## src/rtl/spi_cs_pkg.sv

```systemverilog
package spi_cs_pkg;

  typedef enum logic [2:0] {
    M_IDLE,
    M_SETUP,
    M_HIGH,
    M_LOW,
    M_TAIL
  } mseq_e;

  // Requested word length forced into [lo, hi].
  function automatic int unsigned clamp_len(input int unsigned req,
                                            input int unsigned lo,
                                            input int unsigned hi);
    if (req < lo) return lo;
    if (req > hi) return hi;
    return req;
  endfunction

endpackage

```

## src/rtl/spi_cs_mseq.sv

```systemverilog
module spi_cs_mseq
  import spi_cs_pkg::*;
(
  input  logic clk,
  input  logic rst_n,
  input  logic en,
  input  logic tick,
  input  logic tx_valid,
  input  logic is_last,
  output logic sclk_o,
  output logic sel_n_o,
  output logic ev_start,
  output logic ev_rise,
  output logic ev_fall
);

  mseq_e st;
  logic  tail_q;

  always_comb begin
    ev_start = en && tick && (st == M_IDLE) && tx_valid;
    ev_rise  = tick && ((st == M_SETUP) || (st == M_LOW));
    ev_fall  = tick && (st == M_HIGH);
  end

  always_ff @(posedge clk or negedge rst_n) begin
    if (!rst_n) begin
      st      <= M_IDLE;
      sclk_o  <= 1'b0;
      sel_n_o <= 1'b1;
      tail_q  <= 1'b0;
    end else if (tick) begin
      case (st)
        M_IDLE: begin
          if (en && tx_valid) begin
            st      <= M_SETUP;
            sel_n_o <= 1'b0;
          end
        end
        M_SETUP, M_LOW: begin
          st     <= M_HIGH;
          sclk_o <= 1'b1;
        end
        M_HIGH: begin
          sclk_o <= 1'b0;
          tail_q <= 1'b0;
          st     <= is_last ? M_TAIL : M_LOW;
        end
        M_TAIL: begin
          if (tail_q) begin
            st      <= M_IDLE;
            sel_n_o <= 1'b1;
          end else begin
            tail_q <= 1'b1;
          end
        end
        default: st <= M_IDLE;
      endcase
    end
  end

  // clock parked low while the slave is not selected
  p_idle_clock_low_r2: assert property (@(posedge clk) disable iff (!rst_n)
    sel_n_o |-> !sclk_o);

  // select is only released out of the tail phase
  p_tail_release_r7: assert property (@(posedge clk) disable iff (!rst_n)
    $rose(sel_n_o) |-> $past(st == M_TAIL));

endmodule

```

## src/rtl/spi_cs_ssync.sv

```systemverilog
module spi_cs_ssync (
  input  logic clk,
  input  logic rst_n,
  input  logic en,
  input  logic sclk_i,
  input  logic sel_n_i,
  input  logic sdi_i,
  output logic ev_start,
  output logic ev_abort,
  output logic ev_rise,
  output logic ev_fall,
  output logic sdi_s
);

  localparam int unsigned DEPTH = 3;

  logic [DEPTH-1:0] ck_q;
  logic [DEPTH-1:0] cs_q;
  logic [1:0]       di_q;

  always_ff @(posedge clk or negedge rst_n) begin
    if (!rst_n) begin
      ck_q <= '0;
      cs_q <= '1;
      di_q <= '0;
    end else begin
      ck_q <= {ck_q[DEPTH-2:0], sclk_i};
      cs_q <= {cs_q[DEPTH-2:0], sel_n_i};
      di_q <= {di_q[0], sdi_i};
    end
  end

  logic sel_now;
  logic sel_was;
  assign sel_now = !cs_q[1];
  assign sel_was = !cs_q[2];

  assign ev_start = en && sel_now && !sel_was;
  assign ev_abort = en && !sel_now && sel_was;
  assign ev_rise  = en && sel_now && ck_q[1] && !ck_q[2];
  assign ev_fall  = en && sel_now && !ck_q[1] && ck_q[2];
  assign sdi_s    = di_q[1];

endmodule

```

## src/rtl/spi_cs_shift.sv

```systemverilog
module spi_cs_shift #(
  parameter int unsigned MAX_W = 32,
  parameter int unsigned LEN_W = 6
) (
  input  logic             clk,
  input  logic             rst_n,
  input  logic             start,
  input  logic             early_oe,
  input  logic [MAX_W-1:0] tx_word,
  input  logic [LEN_W-1:0] len_eff,
  input  logic             launch,
  input  logic             sample,
  input  logic             abort,
  input  logic             sdi,
  output logic             sdo,
  output logic             oe,
  output logic             is_last,
  output logic             done,
  output logic [MAX_W-1:0] rx_word
);

  localparam logic [LEN_W-1:0] MAXL = LEN_W'(MAX_W);

  logic [MAX_W-1:0] tx_sh;
  logic [MAX_W-2:0] rx_sh;
  logic [LEN_W-1:0] cnt;
  logic [LEN_W-1:0] len_q;
  logic             active;
  logic             first;

  assign is_last = active && (cnt == len_q - 1'b1);
  assign done    = sample && is_last;
  assign rx_word = {rx_sh, sdi};
  assign sdo     = tx_sh[MAX_W-1];

  always_ff @(posedge clk or negedge rst_n) begin
    if (!rst_n) begin
      tx_sh  <= '0;
      rx_sh  <= '0;
      cnt    <= '0;
      len_q  <= '0;
      active <= 1'b0;
      first  <= 1'b0;
      oe     <= 1'b0;
    end else if (abort) begin
      active <= 1'b0;
      oe     <= 1'b0;
    end else if (start) begin
      tx_sh  <= tx_word << (MAXL - len_eff);
      rx_sh  <= '0;
      cnt    <= '0;
      len_q  <= len_eff;
      active <= 1'b1;
      first  <= 1'b1;
      oe     <= early_oe;
    end else if (launch && active) begin
      // first rising edge re-launches the bit already on the line
      if (first) first <= 1'b0;
      else       tx_sh <= tx_sh << 1;
      oe <= 1'b1;
    end else if (sample && active) begin
      rx_sh <= rx_word[MAX_W-2:0];
      cnt   <= cnt + 1'b1;
      if (is_last) begin
        active <= 1'b0;
        oe     <= 1'b0;
      end
    end
  end

  // the pad is released only by word completion or a withdrawn select
  p_oe_release_r6: assert property (@(posedge clk) disable iff (!rst_n)
    $fell(oe) |-> $past(done || abort));

  // bit counter stays inside the latched word length
  p_cnt_bound_r5: assert property (@(posedge clk) disable iff (!rst_n)
    active |-> (cnt < len_q));

  // no bit shift happens on the first launch of a frame
  p_first_hold_r9: assert property (@(posedge clk) disable iff (!rst_n)
    (launch && active && first && !abort && !start) |=> $stable(tx_sh));

endmodule

```

## src/rtl/spi_cs_rxhold.sv

```systemverilog
module spi_cs_rxhold #(
  parameter int unsigned MAX_W = 32
) (
  input  logic             clk,
  input  logic             rst_n,
  input  logic             done,
  input  logic [MAX_W-1:0] word,
  input  logic             rx_ready,
  output logic [MAX_W-1:0] rx_data,
  output logic             rx_valid,
  output logic             overrun
);

  logic take;
  logic lost;
  assign take = rx_valid && rx_ready;
  assign lost = rx_valid && !rx_ready;

  always_ff @(posedge clk or negedge rst_n) begin
    if (!rst_n) begin
      rx_data  <= '0;
      rx_valid <= 1'b0;
      overrun  <= 1'b0;
    end else if (done) begin
      rx_data  <= word;
      rx_valid <= 1'b1;
      if (lost)      overrun <= 1'b1;
      else if (take) overrun <= 1'b0;
    end else if (take) begin
      rx_valid <= 1'b0;
      overrun  <= 1'b0;
    end
  end

  // an unread word is held
  p_hold_unread_r11: assert property (@(posedge clk) disable iff (!rst_n)
    (rx_valid && !rx_ready) |=> rx_valid);

  // a word landing on an unread one flags overrun
  p_overrun_set_r11: assert property (@(posedge clk) disable iff (!rst_n)
    (done && rx_valid && !rx_ready) |=> (overrun && rx_valid));

endmodule

```

## src/rtl/spi_cs_port.sv

```systemverilog
module spi_cs_port
  import spi_cs_pkg::*;
#(
  parameter int unsigned MAX_W = 32,
  parameter int unsigned MIN_W = 8,
  parameter int unsigned LEN_W = $clog2(MAX_W + 1)
) (
  input  logic             clk,
  input  logic             rst_n,
  input  logic             master_mode,
  input  logic [LEN_W-1:0] word_len,
  input  logic             bit_tick,
  input  logic [MAX_W-1:0] tx_data,
  input  logic             tx_valid,
  output logic             tx_ready,
  output logic [MAX_W-1:0] rx_data,
  output logic             rx_valid,
  input  logic             rx_ready,
  output logic             rx_overrun,
  output logic             sclk_o,
  output logic             sel_n_o,
  input  logic             sclk_i,
  input  logic             sel_n_i,
  input  logic             sdi_i,
  output logic             sdo_o,
  output logic             sdo_oe
);

  logic [LEN_W-1:0] len_eff;
  assign len_eff = LEN_W'(clamp_len(32'(word_len), MIN_W, MAX_W));

  // named events of both role sequencers
  logic m_start, m_rise, m_fall;
  logic s_start, s_abort, s_rise, s_fall, s_sdi;
  logic ev_start, ev_launch, ev_sample, ev_abort, line_in;
  logic is_last, word_done;
  logic [MAX_W-1:0] word_in;

  spi_cs_mseq u_mseq (
    .clk      (clk),
    .rst_n    (rst_n),
    .en       (master_mode),
    .tick     (bit_tick),
    .tx_valid (tx_valid),
    .is_last  (is_last),
    .sclk_o   (sclk_o),
    .sel_n_o  (sel_n_o),
    .ev_start (m_start),
    .ev_rise  (m_rise),
    .ev_fall  (m_fall)
  );

  spi_cs_ssync u_ssync (
    .clk      (clk),
    .rst_n    (rst_n),
    .en       (!master_mode),
    .sclk_i   (sclk_i),
    .sel_n_i  (sel_n_i),
    .sdi_i    (sdi_i),
    .ev_start (s_start),
    .ev_abort (s_abort),
    .ev_rise  (s_rise),
    .ev_fall  (s_fall),
    .sdi_s    (s_sdi)
  );

  assign ev_start  = master_mode ? m_start : s_start;
  assign ev_launch = master_mode ? m_rise  : s_rise;
  assign ev_sample = master_mode ? m_fall  : s_fall;
  assign ev_abort  = !master_mode && s_abort;
  assign line_in   = master_mode ? sdi_i   : s_sdi;
  assign word_in   = tx_valid ? tx_data : '0;
  assign tx_ready  = ev_start && tx_valid;

  spi_cs_shift #(
    .MAX_W (MAX_W),
    .LEN_W (LEN_W)
  ) u_shift (
    .clk      (clk),
    .rst_n    (rst_n),
    .start    (ev_start),
    .early_oe (!master_mode),
    .tx_word  (word_in),
    .len_eff  (len_eff),
    .launch   (ev_launch),
    .sample   (ev_sample),
    .abort    (ev_abort),
    .sdi      (line_in),
    .sdo      (sdo_o),
    .oe       (sdo_oe),
    .is_last  (is_last),
    .done     (word_done),
    .rx_word  (rx_word_w)
  );

  logic [MAX_W-1:0] rx_word_w;

  spi_cs_rxhold #(
    .MAX_W (MAX_W)
  ) u_rxhold (
    .clk      (clk),
    .rst_n    (rst_n),
    .done     (word_done),
    .word     (rx_word_w),
    .rx_ready (rx_ready),
    .rx_data  (rx_data),
    .rx_valid (rx_valid),
    .overrun  (rx_overrun)
  );

  // a withdrawn slave select releases the pad on the next edge
  p_slave_release_r10: assert property (@(posedge clk) disable iff (!rst_n)
    (!master_mode && s_abort) |=> !sdo_oe);

  // a slave frame drives the line from its start
  p_slave_early_r8: assert property (@(posedge clk) disable iff (!rst_n)
    (!master_mode && s_start) |=> sdo_oe);

endmodule

```

## config.mk

```make
export PLATFORM = sky130hd
export DESIGN_NAME = spi_cs_port
export DESIGN_NICKNAME = d
export VERILOG_FILES = /design/src/rtl/spi_cs_pkg.sv /design/src/rtl/spi_cs_mseq.sv /design/src/rtl/spi_cs_ssync.sv /design/src/rtl/spi_cs_shift.sv /design/src/rtl/spi_cs_rxhold.sv /design/src/rtl/spi_cs_port.sv
export SDC_FILE = /design/constraint.sdc
export NUM_CORES = 1
export LEC_CHECK = 0
export BUFFER_PORTS_ARGS = -buffer_cell sky130_fd_sc_hd__buf_2
export CORE_ASPECT_RATIO = 1.75
export CORE_MARGIN = 5
export CORE_UTILIZATION = 25
export DETAILED_ROUTE_END_ITERATION = 6
export PLACE_DENSITY_LB_ADDON = 0.3
export SYNTH_ARGS = -nofsm -noshare
export SYNTH_HDL_FRONTEND = slang
export SYNTH_SLANG_ARGS = --single-unit
```

## constraint.sdc

```tcl
create_clock -name clk -period 3.4 [get_ports clk]
set_clock_uncertainty 0.05 [all_clocks]
set_input_delay 0.34 -clock clk [delete_from_list [all_inputs] [get_ports clk]]
set_output_delay 0.34 -clock clk [all_outputs]
set_load 0.02 [all_outputs]
```

### Yosys cells after proc, flatten, opt, wreduce, memory -nomap -nowiden

Index checks and enable logic that the tools add are counted.

* memory bits (read-only): 0
* flip-flop bits (word level): 126
* memories kept: 0
* input port bits: 47
* RAM bits: 0
* output and inout bits: 39
* bits in latches: 0
* logic and storage cells: 130

* magnitude comparators: 2
* add/sub/neg operators: 3
* shift operators: 1
* $mul: 0
* equality and inequality tests: 10
* reduce and logical (&&, ||, !) cells: 51
* divide/modulo/power cells: 0
* bitwise operators: 1
* muxes and demuxes: 45

Operators by type and width (count)
* $mux 32: 4
* $mux 31: 3
* $mux 6: 6
* $shl 32x6->32: 1
* $mux 1: 24
* $logic_and 1x1->1: 22
* $pmux 3 s4: 1
* $reduce_and 3->1: 4
* $reduce_bool 2->1: 6
* $reduce_and 2->1: 5
* $mux 3: 3
* $reduce_bool 4->1: 2
* $add 6x1->6 const B: 1
* $eq 3x2->1 const B: 2
* $eq 6x6->1: 1
* $gt 6x6->1 const B: 1
* $logic_not 1->1: 6
* $lt 6x4->1 const B: 1
* $ne 2x2->1 const B: 3
* $pmux 1 s2: 3
* $reduce_bool 3->1: 2
* $sub 6x1->6 const B: 1
* $sub 6x6->6 const A: 1
* $mux 4: 1
* 9 further kinds: 9

### Depth between registers and ports, before layout

Gate-level depths: netlist of the first run.

* word-level depth: 10
* depth in mapped cells: 16
* gate-level depth less buffers: 10

### Hierarchy

From an unflattened synthesis of the first run, not the netlist that was laid out.

* cell total of the unflattened synthesis: 624
* area, all modules: 7315.8 sq um

By module, submodules not included
* spi_cs_shift: cells each 458, times used 1, area an instance 5019.8 sq um, seq. area each 1951.9 sq um
* spi_cs_rxhold: cells each 74, times used 1, area an instance 1408.9 sq um, seq. area each 850.8 sq um
* spi_cs_port: cells each 50, times used 1, area an instance 329.1 sq um, seq. area each 0.0 sq um
* spi_cs_mseq: cells each 30, times used 1, area an instance 309.0 sq um, seq. area each 151.4 sq um
* spi_cs_ssync: cells each 12, times used 1, area an instance 249.0 sq um, seq. area each 203.9 sq um

### Least setup slack after synthesis of the first run

Ideal clock, no wire load.

* kind: input -> register
* from: in word_len[5]
* to: reg u_shift.tx_sh[30]
* setup slack: 0.147 ns
* stages on the path: 14
* buffers on the path: 5
* data required time: 3.207 ns
* arrival time: 3.059 ns
* library setup time: 0.143 ns
* cell sequence: o21ba_2 and2_1 buf_4 inv_2 buf_4 buf_2 ha_1 buf_4 buf_4 mux2_2 and2_1 mux4_2 nor3_1 a211oi_1

* word-level cells in the longest chain between the ends: 8

Ends and longest elaborated chain
* start: declaration: RTL line spi_cs_port.sv:11 `input logic [LEN_W-1:0] word_len,`
* $gt 6x6->1 or $lt 6x4->1 (tied branches): RTL line spi_cs_pkg.sv:16, spi_cs_pkg.sv:15
* $mux 1 or $mux 4 (tied branches): RTL line spi_cs_pkg.sv:16, spi_cs_pkg.sv:15
* $mux 1 or $mux 6 (tied branches): RTL line spi_cs_pkg.sv:16 `if (req > hi) return hi;`
* $mux 6: RTL line spi_cs_pkg.sv:17 `return req;`
* $mux 6 (*): RTL line spi_cs_pkg.sv:16
* $sub 6x6->6 (*): RTL line spi_cs_shift.sv:49 `tx_sh <= tx_word << (MAXL - len_eff);`
* $shl 32x6->32 (*): RTL line spi_cs_shift.sv:49
* $mux 32 (*): RTL line spi_cs_shift.sv:48 `end else if (start) begin`
* end signal: assignment: RTL line spi_cs_shift.sv:49
* end signal: assignment: RTL line spi_cs_shift.sv:59 `else tx_sh <= tx_sh << 1;`
* end: declaration: RTL line spi_cs_shift.sv:24 `logic [MAX_W-1:0] tx_sh;`

Mark *: on every way between the ends. The rest lies on a longest branch, timed or not. The select of a mux whose other input is x is not followed.
A chain may end at the register's enable or synchronous reset.

### Worst setup path after layout of the first run

* from: in word_len[3]
* to: reg u_shift.tx_sh[20]

Same word-level chain as after synthesis.

==> results.yml, run 1 <==
sta:
  finalCritPeriodShare_pct: 82.4
  rsz0062_at_grt: "no"
  slew_violations: 0
  fmax_mhz: 357
  maxSlewHeadroom_pct: 48.8
  hold_violations: 0
  finalCriticalPeriod_ns: 2.80
  finalSetupViolCount: 0
  worst_pin_slew_ns: 0.767
  timing.final.ws_setup_ns: 0.600
  fin_setup_tns_ns: 0
floorplan:
  dieHeight_um: 238
  fp.dieW_um: 141
  row_count: 83
  io_pins: 86
  start_util_pct: 25.4
  dieArea_sq_um: 33500
  core_sq_um: 29400
global_route:
  grt_pass1_wl_mm: 36.3
  grt_pass1_vias: 6415
  grt_antenna_before_repair: 0
  grt_max_degree: 55
  grt.overflow.total: 0
  grtUsageTotal_pct: 13.7
final_layout:
  drive_gt1_share_pct: 29.3
  final_common_cell: "nand2_1"
  fin_cells: 1238
  layout_common_cells: "129 x nand2_1, 122 x dfrtp_1, 84 x buf_2, 49 x a21oi_1, 49 x mux2i_1"
  finalNetCount: 893
  fillers: 3072
  synthToLayoutAreaGrowth_pct: 22.0
  diodes: 0
clocking:
  path_clk_slew_ns: 0.06
  cts.sinks: 126
  cts.root.buffer_cell: "clkbuf_16"
  clock_tree.htree_level_count: 4
  worstSkewPairLatency_ns: 0.40
  cts_tree: "yes"
  cts-buffers-inserted: 17
  post_cts_buffers: 0
  clk_path_buf_depth: 2
yosys:
  synth_flop_cell: "dfrtp_1"
  synth_area_per_cell_sq_um: 9.99
  async_reset_ff_share_pct: 100
  yosysSeqAreaShare_pct: 42.4
  synthCells: 746
  synth.top_cell.area_share_pct: 40.9
  syn_nets: 796
  synth-edff-count: 0
  synth_area_leaders: "dfrtp_1 41%, mux2i_1 6.6%, nand2_1 6.5%, mux2_4 6.0%, mux2_2 4.2%"
  synth_warnings: 0
  syn_area_sq_um: 7460
  ys_ff_latch: 126
  ys_types: 77
  yosysTopAreaCell: "dfrtp_1"
worst_setup_path:
  worst-path-buf-inv: 3
  path_max_fanout: 11
  reg2regPathDepth: 10
  r2r_start: "u_shift.len_q[0]"
  rrSetupSlack_ns: 0.67
  crit_slowest_cell: "o41a_1"
  cp.arrival_ns: 3.01
  crit_family: "compound AO/OA/AOI/OAI gates"
  startpoint_type: "primary input"
  required_ns: 3.61
  path_cells: "buf_2 -> o21ba_2 -> buf_4 -> nand2_1 -> ha_1 -> mux2_2 -> o41a_1 -> buf_4 -> nand2_1 -> o221ai_1 -> o221ai_1"
  end_kind: "flip-flop"
  worstSetupPathType: "primary input to flip-flop"
  timing.rr.end: "u_rxhold.rx_data[27]"
  max_stage_delay_ns: 0.65
placed_design:
  pre_cts_slack_ns: 0.194
  port_buffers: 85
  place_hpwl_mm: 17.5
  dpl.cell_count: 1202
  gp_congestion: 0.903
route:
  vias: 6087
  drc: 0
  viasPerCell: 4.92
  wire_per_inst_um: 18.6
  dr.first_iter.drc_count: 263
  routed_wl_mm: 23.1
  dr.pass1.iters: 4
  ant_nets: 0
pwr:
  ir_worst_vdd_mv: 0.283
  power.density_nw_per_um2: 558
  leakage_nw: 4.08
worst_hold_path:
  min_path_type: "primary input to flip-flop"
  min_from: "rx_ready"
  min_delay_path_depth: 2
flow_run:
  drv_cap: 0
outcome:
  outcome: "complete, no violations"
-- logic make-up after synthesis --
family,after synthesis,synth area share (%)
multiplexers,117,19.8
AND/OR/NAND/NOR,246,15.0
flip-flops,126,42.4
XOR/XNOR,13,1.53
buffers and inverters,66,4.41
AO/OA/AOI/OAI,175,16.5
adder cells (fa/ha/maj),3,0.503
-- synthesized netlist by cell type, drive strengths merged, types with 4 or more instances --
cell and number:
dfstp 4, dfrtp 122, o31ai 4, nand2b 4, mux4 9, or3 7, a32oi 4, o22ai 7
inv 12, a311oi 4, o21ai 34, nor2b 9, a211oi 4, nand4 6, xnor2 7, mux2 58
clkbuf 22, o221ai 5, a21oi 49, nor3 12, nand2 131, and3 4, nor2 33, xor2 6
mux2i 50, nand3 20, and2 10, a31oi 7, o21a 4, a22oi 5, o211ai 8, buf 32
-- power by group --
group	internal [mW]	switching [mW]
Combinational	0.512	0.658
Clock	1.25	0.700
Sequential	1.76	0.195
-- through the flow --
| stage | hold WS [ns] | power (mW) | area [sq um] | util (%) |
|---|---|---|---|---|
| floorplan | -0.00559 | 2.74 | 7460 | - |
| global placement | 0.284 | 3.15 | 8430 | 28.7 |
| finish | 0.0645 | 5.08 | 9100 | 31.0 |
| detailed placement | 0.286 | 3.16 | 8430 | 28.7 |
| global route | 0.0476 | 5.34 | 9100 | 31.0 |
| CTS | 0.0346 | 5.15 | 9100 | 31.0 |
-- registers in the layout, indices dropped and copies added (netlist names), 2 cells and up, named ones only --
register,flops
u_shift.cnt,6
u_shift.tx_sh,32
u_shift.rx_sh,31
u_ssync.ck_q,3
u_mseq.st,3
u_shift.len_q,6
u_ssync.cs_q,3
u_rxhold.rx_data,32
u_ssync.di_q,2
-- worst max path at each step --
stage                           start           endpoint  slack, ns  depth (start not counted)
after CTS                 word_len[3]  u_shift.tx_sh[31]       0.62                         11
after floorplan           word_len[5]  u_shift.tx_sh[30]       0.15                         14
after global routing      word_len[5]  u_shift.tx_sh[26]       0.46                         12
after detailed placement  word_len[3]  u_shift.tx_sh[31]       0.19                         11
after global placement    word_len[3]  u_shift.tx_sh[31]       0.23                         11
final                     word_len[3]  u_shift.tx_sh[20]       0.60                         11
-- what timing repair did --
action | 4_1_cts | 5_1_grt
hold buffers | 4 | 0
gates resized for setup | 0 | 0
hold endpoints to repair | 53 | 0
-- final cells by class --
type	instances	area (sq um)	area share, %
flip-flops and latches	126	3160	34.7
well taps	382	478	5.25
clock buffers	19	443	4.87
repair buffers	132	816	8.97
inverters	12	45.0	0.495
clock inverters	13	188	2.06
multi-input cells	554	3970	43.6
-- metal layers --
metal / global-route usage (%) / vias up / wire, um
li1: - / 2907 / -
met1: 14.7 / 2970 / 8740
met2: 25.6 / 162 / 12500
met3: 2.07 / 48 / 763
met4: 7.17 / 0 / 1030
met5: 0 / - / 0
-- worst register-to-register path, cell delays in order (launching register included) --
cell	delay [ns]
dfrtp_1	0.41
inv_1	0.09
ha_1	0.23
and3_1	0.17
nor3_1	0.05
a211o_1	0.26
a2111oi_4	0.35
buf_4	0.25
nand2_2	0.06
buf_4	0.31
mux2_4	0.38
(Power assumes the default switching activity.)
==> inputs of run 2 (changes only) <==
--- a/config.mk
+++ b/config.mk
@@ -5,6 +5,7 @@
 export SDC_FILE = /design/constraint.sdc
 export NUM_CORES = 1
 export LEC_CHECK = 0
+export ABC_AREA = 1
 export BUFFER_PORTS_ARGS = -buffer_cell sky130_fd_sc_hd__buf_2
 export CORE_ASPECT_RATIO = 1.75
 export CORE_MARGIN = 5
==> constraint.sdc (replaced) <==
create_clock -name clk -period 2.3 [get_ports clk]
set_clock_uncertainty 0.05 [all_clocks]
set_input_delay 0.23 -clock clk [delete_from_list [all_inputs] [get_ports clk]]
set_output_delay 0.23 -clock clk [all_outputs]
set_load 0.02 [all_outputs]
==> results.yml, run 2 <==
global_route:
  grtUsageTotal_pct: 12.9
  grt_antenna_before_repair: 0
  grt_max_degree: 66
  grt_pass1_wl_mm: 33.8
  grt_pass1_vias: 7044
  grt.overflow.total: 0
clocking:
  cts_tree: "yes"
  clk_path_buf_depth: 2
  path_clk_slew_ns: 0.05
  cts.root.buffer_cell: "clkbuf_16"
  cts-buffers-inserted: 17
  worstSkewPairLatency_ns: 0.41
  clock_tree.htree_level_count: 4
  cts.sinks: 126
worst_setup_path:
  path_max_fanout: 13
  end_kind: "output port"
  required_ns: 2.02
  worstSetupPathType: "flip-flop to output port"
  r2r_start: "u_mseq.st[0]"
  startpoint_type: "flip-flop"
  rrSetupSlack_ns: 0.22
  path_common_cell: "nor2_4"
  reg2regPathDepth: 7
  path_cells: "inv_1 -> nand2_1 -> nor2_2 -> inv_2 -> nor3_4 -> nor2_4 -> buf_12 -> nor2_4 -> buf_6"
  endpoint: "tx_ready"
  cp-startpoint: "u_mseq.st[1]"
  max_stage_delay_ns: 0.36
  crit_slowest_cell: "dfrtp_1"
  timing.rr.end: "u_shift.rx_sh[6]"
  cp.arrival_ns: 1.90
floorplan:
  dieArea_sq_um: 32000
  fp.dieW_um: 137
  io_pins: 86
  dieHeight_um: 233
  core_sq_um: 28000
  row_count: 81
  start_util_pct: 25.4
route:
  dr.first_iter.drc_count: 332
  ant_nets: 0
  viasPerCell: 4.70
  drc: 0
  wire_per_inst_um: 13.9
  routed_wl_mm: 20.3
  dr.pass1.iters: 7
  vias: 6889
yosys:
  ys_ff_latch: 126
  synth-edff-count: 0
  syn_area_sq_um: 7100
  syn_nets: 1009
  synth_warnings: 0
  synth_area_leaders: "dfrtp_1 43%, nand3_1 15%, nand2_1 11%, o21ai_0 5.6%, inv_1 4.2%"
  synth.top_cell.area_share_pct: 43.0
  async_reset_ff_share_pct: 100
  synth_flop_cell: "dfrtp_1"
  yosys-top-cells-count: "217 x nand3_1, 211 x nand2_1, 122 x dfrtp_1, 79 x inv_1, 79 x o21ai_0"
  yosysSeqAreaShare_pct: 44.5
  synth_area_per_cell_sq_um: 7.41
  yosysMostFrequentCell: "nand3_1"
  ys_types: 36
  yosysTopAreaCell: "dfrtp_1"
  synthCells: 959
pwr:
  power.density_nw_per_um2: 851
  p_switching_mw: 2.54
  p_int_mw: 5.27
  leakage_nw: 4.41
  swShare_pct: 32.5
  p_clk_share_pct: 35.9
  ir_worst_vdd_mv: 0.389
  pwr-share-comb_pct: 27.4
  finalPower_mw: 7.80
  seqPwrFrac_pct: 36.7
placed_design:
  gp_congestion: 0.866
  port_buffers: 85
  place_hpwl_mm: 15.2
sta:
  fmax_mhz: 459
  slew_violations: 0
  hold_violations: 0
  worst_pin_slew_ns: 0.648
  finalCriticalPeriod_ns: 2.18
  maxSlewHeadroom_pct: 56.8
  finalCritPeriodShare_pct: 94.6
  finalSetupViolCount: 0
flow_run:
  drv_cap: 0
worst_hold_path:
  min_path_type: "primary input to flip-flop"
final_layout:
  diodes: 0
  final_common_cell: "nand3_1"
  reg_top3: "u_rxhold.rx_data (32), u_shift.tx_sh (32), u_shift.rx_sh (31)"
  layout_common_cells: "209 x nand3_1, 208 x nand2_1, 122 x dfrtp_1, 83 x buf_2, 78 x o21ai_0"
  multi_input_area_sq_um: 3420
  finalNetCount: 1130
  fillers: 3094
  synthToLayoutAreaGrowth_pct: 29.1
  utilization_pct: 32.8
  seq_area_sq_um: 3160
  drive_gt1_share_pct: 21.3
outcome:
  outcome: "complete, no violations"
run 2: changes by cell type in the layout (fill, tap and decap cells not counted), moves of 10 or more:
cell	before	now
nand2_1	129	208
o21ai_0	32	78
mux2_4	30	0
mux2_2	28	0
mux2i_1	49	1
o21ai_1	0	10
a21oi_1	49	38
nand3_1	20	209
buf_4	42	58
nor2_1	31	50
inv_1	11	76
o22ai_1	7	33
run 2: through the flow:
step / setup TNS (ns) / instances / hold slack [ns] / setup slack [ns] / area, sq um
final: 0 / 1466 / 0.0935 / 0.123 / 9170
after global routing: -0.0307 / 1466 / 0.104 / -0.0100 / 9170
after CTS: 0 / 1460 / 0.0710 / 0.00304 / 9000
after detailed placement: -4.35 / 1423 / 0.252 / -0.233 / 8320
after global placement: -4.44 / 1423 / 0.259 / -0.242 / 8320
after floorplan: 0 / 959 / -0.116 / 0.0327 / 7110
run 2: power groups by stage:
stage | clock, mW | sequential [mW] | combinational, mW
detailed placement | 0 | 2.89 | 2.05
CTS | 2.88 | 2.86 | 2.07
floorplan | 0 | 2.89 | 1.31
global placement | 0 | 2.88 | 2.03
finish | 2.80 | 2.86 | 2.14
global route | 2.97 | 2.91 | 2.41
run 2: cell families (layout without fill, tap and decap cells):
kind of cell,count (synthesis),after routing,share of synthesized area (%)
AOI/OAI and AO/OA,165,165,12.3
xor gates and xnor gates,10,10,1.60
adders and majority gates,3,3,0.529
buffers and inverters,143,277,8.75
DFF,126,126,44.5
muxes,1,1,0.141
and+or+nand+nor,511,511,32.2
run 2: final cells by class:
class	count	share of cell area [%]
clock inverters	14	2.10
multi-input cells	690	37.3
clock buffers	18	4.68
repair buffers	160	12.9
flip-flops and latches	126	34.4
well taps	373	5.09
inverters	85	3.48
run 2: how the worst min path moves through the flow:
stage / to / depth (start not counted) / startpoint
after floorplan: async pin / 0 / rst_n
after global placement: u_shift.rx_sh[11] / 1 / rst_n
after detailed placement: u_rxhold.rx_data[11] / 1 / rst_n
after CTS: u_mseq.sel_n_o / 3 / bit_tick
after global routing: u_mseq.sel_n_o / 3 / bit_tick
final: u_mseq.sel_n_o / 3 / bit_tick
run 2: worst max-delay path: cells and delay by family, from the launching register on:
family        cells  cell delay [ns]
simple gates      5             0.67
buf+inv           4             0.47
flops             1             0.36
run 2: per-layer routing:
layer / track usage (%) / vias to the layer above / share of wire (%)
met2: 23.4 / 159 / 53
li1: - / 3452 / -
met3: 1.80 / 39 / 3.1
met1: 14.5 / 3239 / 40
met4: 6.05 / 0 / 3.7
met5: 0 / - / 0
run 2: what timing repair did:
item,4_1_cts,5_1_grt
pin swaps,0,4
setup buffers,0,4
gates cloned,0,2
endpoints found under the hold margin,46,0
hold buffers,5,0
setup endpoints to repair,1,57
gates resized for setup,1,26
